$ cat config.mk
export PLATFORM = sky130hd
export DESIGN_NAME = brtrace_rec
export DESIGN_NICKNAME = d
export VERILOG_FILES = /design/src/rtl/brtrace_pkg.sv /design/src/rtl/brtrace_ctl.sv /design/src/rtl/brtrace_slots.sv /design/src/rtl/brtrace_rec.sv
export SDC_FILE = /design/constraint.sdc
export NUM_CORES = 2
export LEC_CHECK = 0
export BUFFER_PORTS_ARGS = -buffer_cell sky130_fd_sc_hd__buf_2
export CAP_MARGIN = 20
export CORE_ASPECT_RATIO = 1.75
export CORE_MARGIN = 4
export CORE_UTILIZATION = 30
export CTS_BUF_LIST = sky130_fd_sc_hd__clkbuf_16
export CTS_CLUSTER_SIZE = 40
export DETAILED_ROUTE_END_ITERATION = 8
export SLEW_MARGIN = 10
export SYNTH_ARGS = -nofsm -noshare
export SYNTH_HDL_FRONTEND = slang
export SYNTH_SLANG_ARGS = --single-unit
$ cat constraint.sdc
create_clock -name clk -period 4.3 [get_ports clk]
set_clock_uncertainty 0.1 [all_clocks]
set_input_delay 0.86 -clock clk [delete_from_list [all_inputs] [get_ports clk]]
set_output_delay 0.86 -clock clk [all_outputs]
set_load 0.01 [all_outputs]
$ cat src/rtl/brtrace_pkg.sv
package brtrace_pkg;
  localparam int REG_W  = 64;
  localparam int REG_AW = 6;
  localparam int EN_BIT = 2;
  localparam int FIX_LO = 3;
  localparam int VB_BIT = 5;
  localparam int IDX_LO = 16;
  localparam int SEL_LO = 24;

  // slot index after one recording, wrapping at depth
  function automatic int unsigned slot_after(int unsigned cur, int unsigned depth);
    return (cur + 1 == depth) ? 0 : cur + 1;
  endfunction

  // true when the write data clears both enable and valid
  function automatic logic is_irq_clear(logic [REG_W-1:0] wd);
    return !wd[EN_BIT] && !wd[VB_BIT];
  endfunction
endpackage

$ cat src/rtl/brtrace_ctl.sv
module brtrace_ctl
  import brtrace_pkg::*;
#(
  parameter int DEPTH = 16,
  parameter int NCTR  = 8,
  localparam int IDX_W = $clog2(DEPTH),
  localparam int SEL_W = $clog2(NCTR)
) (
  input  logic             clk,
  input  logic             rst_n,
  input  logic             cfg_wr,
  input  logic [REG_W-1:0] cfg_wdata,
  input  logic             br_valid,
  input  logic [NCTR-1:0]  ovf_vec,
  output logic             en_q,
  output logic             vb_q,
  output logic [IDX_W-1:0] idx_q,
  output logic [SEL_W-1:0] sel_q,
  output logic             irq_q,
  output logic             rec_fire,
  output logic             sat_evt,
  output logic             arm_evt
);
  logic ovf_sel;

  always_comb begin
    ovf_sel  = ovf_vec[sel_q];
    rec_fire = en_q && br_valid && !cfg_wr;
    sat_evt  = rec_fire && (idx_q == IDX_W'(DEPTH - 1));
    arm_evt  = !cfg_wr && !en_q && !irq_q && ovf_sel;
  end

  always_ff @(posedge clk or negedge rst_n) begin
    if (!rst_n) begin
      en_q  <= 1'b0;
      vb_q  <= 1'b0;
      idx_q <= '0;
      sel_q <= '0;
      irq_q <= 1'b0;
    end else if (cfg_wr) begin
      en_q  <= cfg_wdata[EN_BIT];
      vb_q  <= cfg_wdata[VB_BIT];
      idx_q <= cfg_wdata[IDX_LO +: IDX_W];
      sel_q <= cfg_wdata[SEL_LO +: SEL_W];
      if (is_irq_clear(cfg_wdata)) irq_q <= 1'b0;
    end else if (rec_fire) begin
      vb_q  <= 1'b1;
      idx_q <= IDX_W'(slot_after(int'(idx_q), DEPTH));
      if (sat_evt) begin
        en_q  <= 1'b0;
        irq_q <= 1'b1;
      end
    end else if (arm_evt) begin
      en_q <= 1'b1;
    end
  end
endmodule

$ cat src/rtl/brtrace_slots.sv
module brtrace_slots #(
  parameter int DEPTH = 16,
  parameter int AW    = 48,
  localparam int IDX_W = $clog2(DEPTH)
) (
  input  logic             clk,
  input  logic             rst_n,
  input  logic             rec_fire,
  input  logic [IDX_W-1:0] rec_slot,
  input  logic [AW-1:0]    br_from,
  input  logic [AW-1:0]    br_to,
  input  logic             sw_to_we,
  input  logic [IDX_W-1:0] sw_slot,
  input  logic [AW-1:0]    sw_data,
  input  logic [IDX_W-1:0] rd_slot,
  output logic [AW-1:0]    rd_from,
  output logic [AW-1:0]    rd_to
);
  logic [AW-1:0] from_q [DEPTH];
  logic [AW-1:0] to_q   [DEPTH];

  for (genvar g = 0; g < DEPTH; g++) begin : g_slot
    logic hit_rec, hit_sw;
    assign hit_rec = rec_fire && (rec_slot == IDX_W'(g));
    assign hit_sw  = sw_to_we && (sw_slot == IDX_W'(g));

    always_ff @(posedge clk or negedge rst_n) begin
      if (!rst_n) begin
        from_q[g] <= '0;
        to_q[g]   <= '0;
      end else if (hit_rec) begin
        from_q[g] <= br_from;
        to_q[g]   <= br_to;
      end else if (hit_sw) begin
        to_q[g] <= sw_data;
      end
    end
  end

  assign rd_from = from_q[rd_slot];
  assign rd_to   = to_q[rd_slot];
endmodule

$ cat src/rtl/brtrace_rec.sv
module brtrace_rec
  import brtrace_pkg::*;
#(
  parameter int DEPTH = 16,
  parameter int AW    = 48,
  parameter int NCTR  = 8
) (
  input  logic              clk,
  input  logic              rst_n,
  input  logic              br_valid,
  input  logic [AW-1:0]     br_from,
  input  logic [AW-1:0]     br_to,
  input  logic [NCTR-1:0]   ovf_vec,
  input  logic [REG_AW-1:0] reg_addr,
  input  logic              reg_we,
  input  logic [REG_W-1:0]  reg_wdata,
  output logic [REG_W-1:0]  reg_rdata,
  output logic              irq,
  output logic              rec_active
);
  localparam int IDX_W = $clog2(DEPTH);
  localparam int SEL_W = $clog2(NCTR);
  localparam logic [REG_AW-1:0] CFG_ADDR = REG_AW'(2 * DEPTH);

  logic             in_buf, cfg_wr, sw_to_we;
  logic [IDX_W-1:0] acc_slot;
  logic             en_q, vb_q, irq_q, rec_fire, sat_evt, arm_evt;
  logic [IDX_W-1:0] rec_slot;
  logic [SEL_W-1:0] sel_q;
  logic [AW-1:0]    rd_from, rd_to;

  assign in_buf   = reg_addr < CFG_ADDR;
  assign acc_slot = reg_addr[IDX_W:1];
  assign cfg_wr   = reg_we && (reg_addr == CFG_ADDR);
  assign sw_to_we = reg_we && in_buf && reg_addr[0];

  brtrace_ctl #(.DEPTH(DEPTH), .NCTR(NCTR)) ctl_i (
    .clk(clk), .rst_n(rst_n), .cfg_wr(cfg_wr), .cfg_wdata(reg_wdata),
    .br_valid(br_valid), .ovf_vec(ovf_vec),
    .en_q(en_q), .vb_q(vb_q), .idx_q(rec_slot), .sel_q(sel_q), .irq_q(irq_q),
    .rec_fire(rec_fire), .sat_evt(sat_evt), .arm_evt(arm_evt)
  );

  brtrace_slots #(.DEPTH(DEPTH), .AW(AW)) slots_i (
    .clk(clk), .rst_n(rst_n), .rec_fire(rec_fire), .rec_slot(rec_slot),
    .br_from(br_from), .br_to(br_to),
    .sw_to_we(sw_to_we), .sw_slot(acc_slot), .sw_data(reg_wdata[AW-1:0]),
    .rd_slot(acc_slot), .rd_from(rd_from), .rd_to(rd_to)
  );

  always_comb begin
    reg_rdata = '0;
    if (in_buf) begin
      reg_rdata[AW-1:0] = reg_addr[0] ? rd_to : rd_from;
    end else if (reg_addr == CFG_ADDR) begin
      reg_rdata[EN_BIT]              = en_q;
      reg_rdata[FIX_LO +: 2]         = 2'b11;
      reg_rdata[VB_BIT]              = vb_q;
      reg_rdata[IDX_LO +: IDX_W]     = rec_slot;
      reg_rdata[SEL_LO +: SEL_W]     = sel_q;
    end
  end

  assign irq        = irq_q;
  assign rec_active = en_q;
endmodule

==> flow_summary.toml <==
[sta]
slew_headroom_pct = 20.1
tightest_slew_ns = 1.20
maxSlewViolCount = 0
rsz0062_at_grt = "no"
fmax_mhz = 236
period_share_pct = 98.7
layout_setup_ws_ns = 0.0580
finalSetupViolCount = 0
hold_viol_final = 0
period_minus_slack_ns = 4.24

[clock_network]
post_cts_buffers = 0
cts_buffers = 146
cts_tree = "yes"
clock-root-buffer = "clkbuf_16"
cts_buffer_depth = 4
cts_num_sinks = 1546
insertion_delay_ns = 0.81
htree_levels = 4
clk_pin_slew_ns = 0.06

[layout]
fill_cells = 25200
fin_nets = 5784
final_common_cell = "mux2_2"
multi_input_area_um2 = 38200
drive_gt1_share_pct = 59.7
final_cell_mix = "2320 x mux2_2, 1546 x dfrtp_1, 259 x mux4_2"
syn_to_final_growth_pct = 15.2
postLayoutCellArea_um2 = 91200
seq_area_um2 = 38700

[place]
postPlaceCellArea_um2 = 86800
routabilityCongestion = 0.781
pre_cts_ws_ns = -0.408
dp_hpwl_mm = 164
portBuffers = 211

[worst_setup_path]
endpoint_kind = "output port"
crit_top_cell = "buf_4"
cp_top_family = "buffers and inverters"
max_stage_delay_ns = 0.47
worstPathMaxFanout = 13
crit_buf_inv = 6
critPathSlowestCell = "and2_4"
worst_ep_required_time_ns = 3.34
path_class = "primary input to output port"
arrival_ns = 3.28
cp-start-kind = "primary input"
worstPathCellList = "buf_2 -> buf_4 -> and2_4 -> buf_4 -> a211oi_1 -> buf_4 -> a211oi_1 -> buf_4 -> buf_2"
reg2reg_slack_ns = 1.59

[drt]
drt_iter0_markers = 3404
wl_per_cell_um = 28.1
finalWirelength_mm = 260
drc_errors = 0
vias = 49200
first_pass_iters = 5
ant_nets = 0
post_drt_via_cell_ratio = 5.33

[yosys]
ys_warn_count = 0
synth-seq-cells = 1546
netlist_area_um2 = 79100
synth_area_leaders = "dfrtp_1 49%, mux2_2 33%, mux4_2 7.4%"
synth-async-reset-ratio_pct = 100
synth_top_area_cell = "dfrtp_1"
synthCells = 5441
yosys.area.top_type_share_pct = 48.9
ys_types = 50
ys.flop_type = "dfrtp_1"
synth_edf_count = 0
avgSynthCellArea_um2 = 14.5
yosysSeqAreaShare_pct = 48.9

[floorplan]
pin_count = 244
dieArea_um2 = 272000
coreArea_um2 = 263000
die_x_um = 396
start_util_pct = 30.1
std_cell_rows = 249
die_h_um = 687

[pwr]
power_frac_seq_pct = 45.3
p_sw_share_pct = 28.2
ir_drop_v = 0.000267
power.static_leakage_nw = 39.6
p_switching_mw = 15.7
p_clk_share_pct = 22.1
p_int_mw = 40.0
power_density_nw_per_um2 = 611
power.share.combinational_pct = 32.6

[global_routing]
antenna_found_initial = 100
gr-usage-met2_pct = 33.0
grt_pass1_vias = 53100
grt.met3_usage_pct = 4.03
globalRouteOverflowTotal = 0
grt.busiest_layer = "met2"
grt_usage_pct = 18.6
use_met1_pct = 22.4
grt_pass1_wl_mm = 377
grt_start_max_net_pins = 109

[min_path]
hp-class = "primary input to register"

[job]
maxCapViolCount = 0

[status]
outcome = "finished, final reports clean"
==> synth_stat cells, drive strengths merged, types with 8 or more instances <==
cell     instances
mux2          2340
dfrtp         1546
clkbuf         352
mux4           259
mux2i          234
buf            217
o221ai          62
a21oi           60
a22oi           54
a211oi          53
nand2           48
a22o            27
o22ai           24
a31o            18
a221oi          14
a2111oi         13
nand3           12
a31oi           11
nor3            11
nand4            9
nor2             9
o22a             9
nand4b           8
==> path summary, 6_finish.rpt <==
check,endpoint,depth (start not counted),start
max in group asynchronous,slots_i.to_q[581],3,rst_n
max reg2reg,slots_i.to_q[329],6,ctl_i.en_q
min in group asynchronous,slots_i.from_q[275],2,rst_n
max,reg_rdata[15],9,reg_addr[3]
min,ctl_i.vb_q,3,br_valid
min reg2reg,slots_i.from_q[624],1,slots_i.from_q[624]
==> layout make-up <==
| class | instances | share of cell area (%) |
|---|---|---|
| Antenna cell | 20 | 0.0549 |
| Clock buffer | 148 | 4.06 |
| Clock inverter | 94 | 0.604 |
| Inverter | 6 | 0.0261 |
| Multi-Input combinational cell | 3335 | 41.9 |
| Sequential cell | 1546 | 42.4 |
| Tap cell | 3514 | 4.82 |
| Timing Repair Buffer | 567 | 6.12 |
==> power groups by stage <==
stage                     combinational, mW  sequential, mW  clock [mW]
after floorplan                        14.3            24.1           0
after global placement                 17.5            24.8           0
after detailed placement               18.3            25.4           0
after CTS                              18.3            25.1        12.6
after global routing                   19.7            25.9        13.1
final                                  18.2            25.2        12.3
==> layer usage <==
| layer | vias to the layer above | wire length [um] |
|---|---|---|
| li1 | 20700 | - |
| met1 | 26600 | 103000 |
| met2 | 1273 | 131000 |
| met3 | 532 | 15800 |
| met4 | 100 | 9140 |
| met5 | - | 624 |
==> per-stage QoR <==
stage          TNS (ns)  hold slack (ns)  power, mW  util, %  cells
6_report              0            0.342       55.7     34.7   9230
5_1_grt               0            0.357       58.7     34.7   9217
4_1_cts               0            0.278       56.0     34.7   9210
3_5_place_dp     -0.917            0.387       43.6     33.1   8967
3_3_place_gp     -0.913            0.381       42.3     33.1   8967
2_1_floorplan         0            0.374       38.4        -   5456
==> logic make-up (layout without fill, tap and decap cells) <==
kind of cell,Yosys count,after routing,share of synthesized area [%]
compound gates,354,354,3.34
mux,2833,2833,43.7
xor+xnor,3,3,0.0332
flops,1546,1546,48.9
simple gates,125,125,0.816
other cells,1,36,0.00474
fa+ha+maj,4,4,0.0632
buf+inv,575,815,3.14
==> worst min-delay path: cells and delay by family <==
kind | cells | cell delay (ns)
compound gates | 2 | 0.22
buf+inv | 1 | 0.11
==> sequential cells by signal, summed over array words and instances (netlist names) <==
| register | cells |
|---|---|
| ctl_i.idx_q | 4 |
| ctl_i.irq_q | 1 |
| ctl_i.sel_q | 3 |
| ctl_i.vb_q | 1 |
| slots_i.to_q | 768 |
| slots_i.from_q | 768 |
| ctl_i.en_q | 1 |
==> repair_timing <==
item | in CTS | in global routing
hold buffers | 1 | 0
gates cloned | 0 | 0
hold endpoints to repair | 11 | 0
resized for setup | 7 | 3
endpoints found under the setup margin | 5 | 3
(Power assumes the default switching activity.)
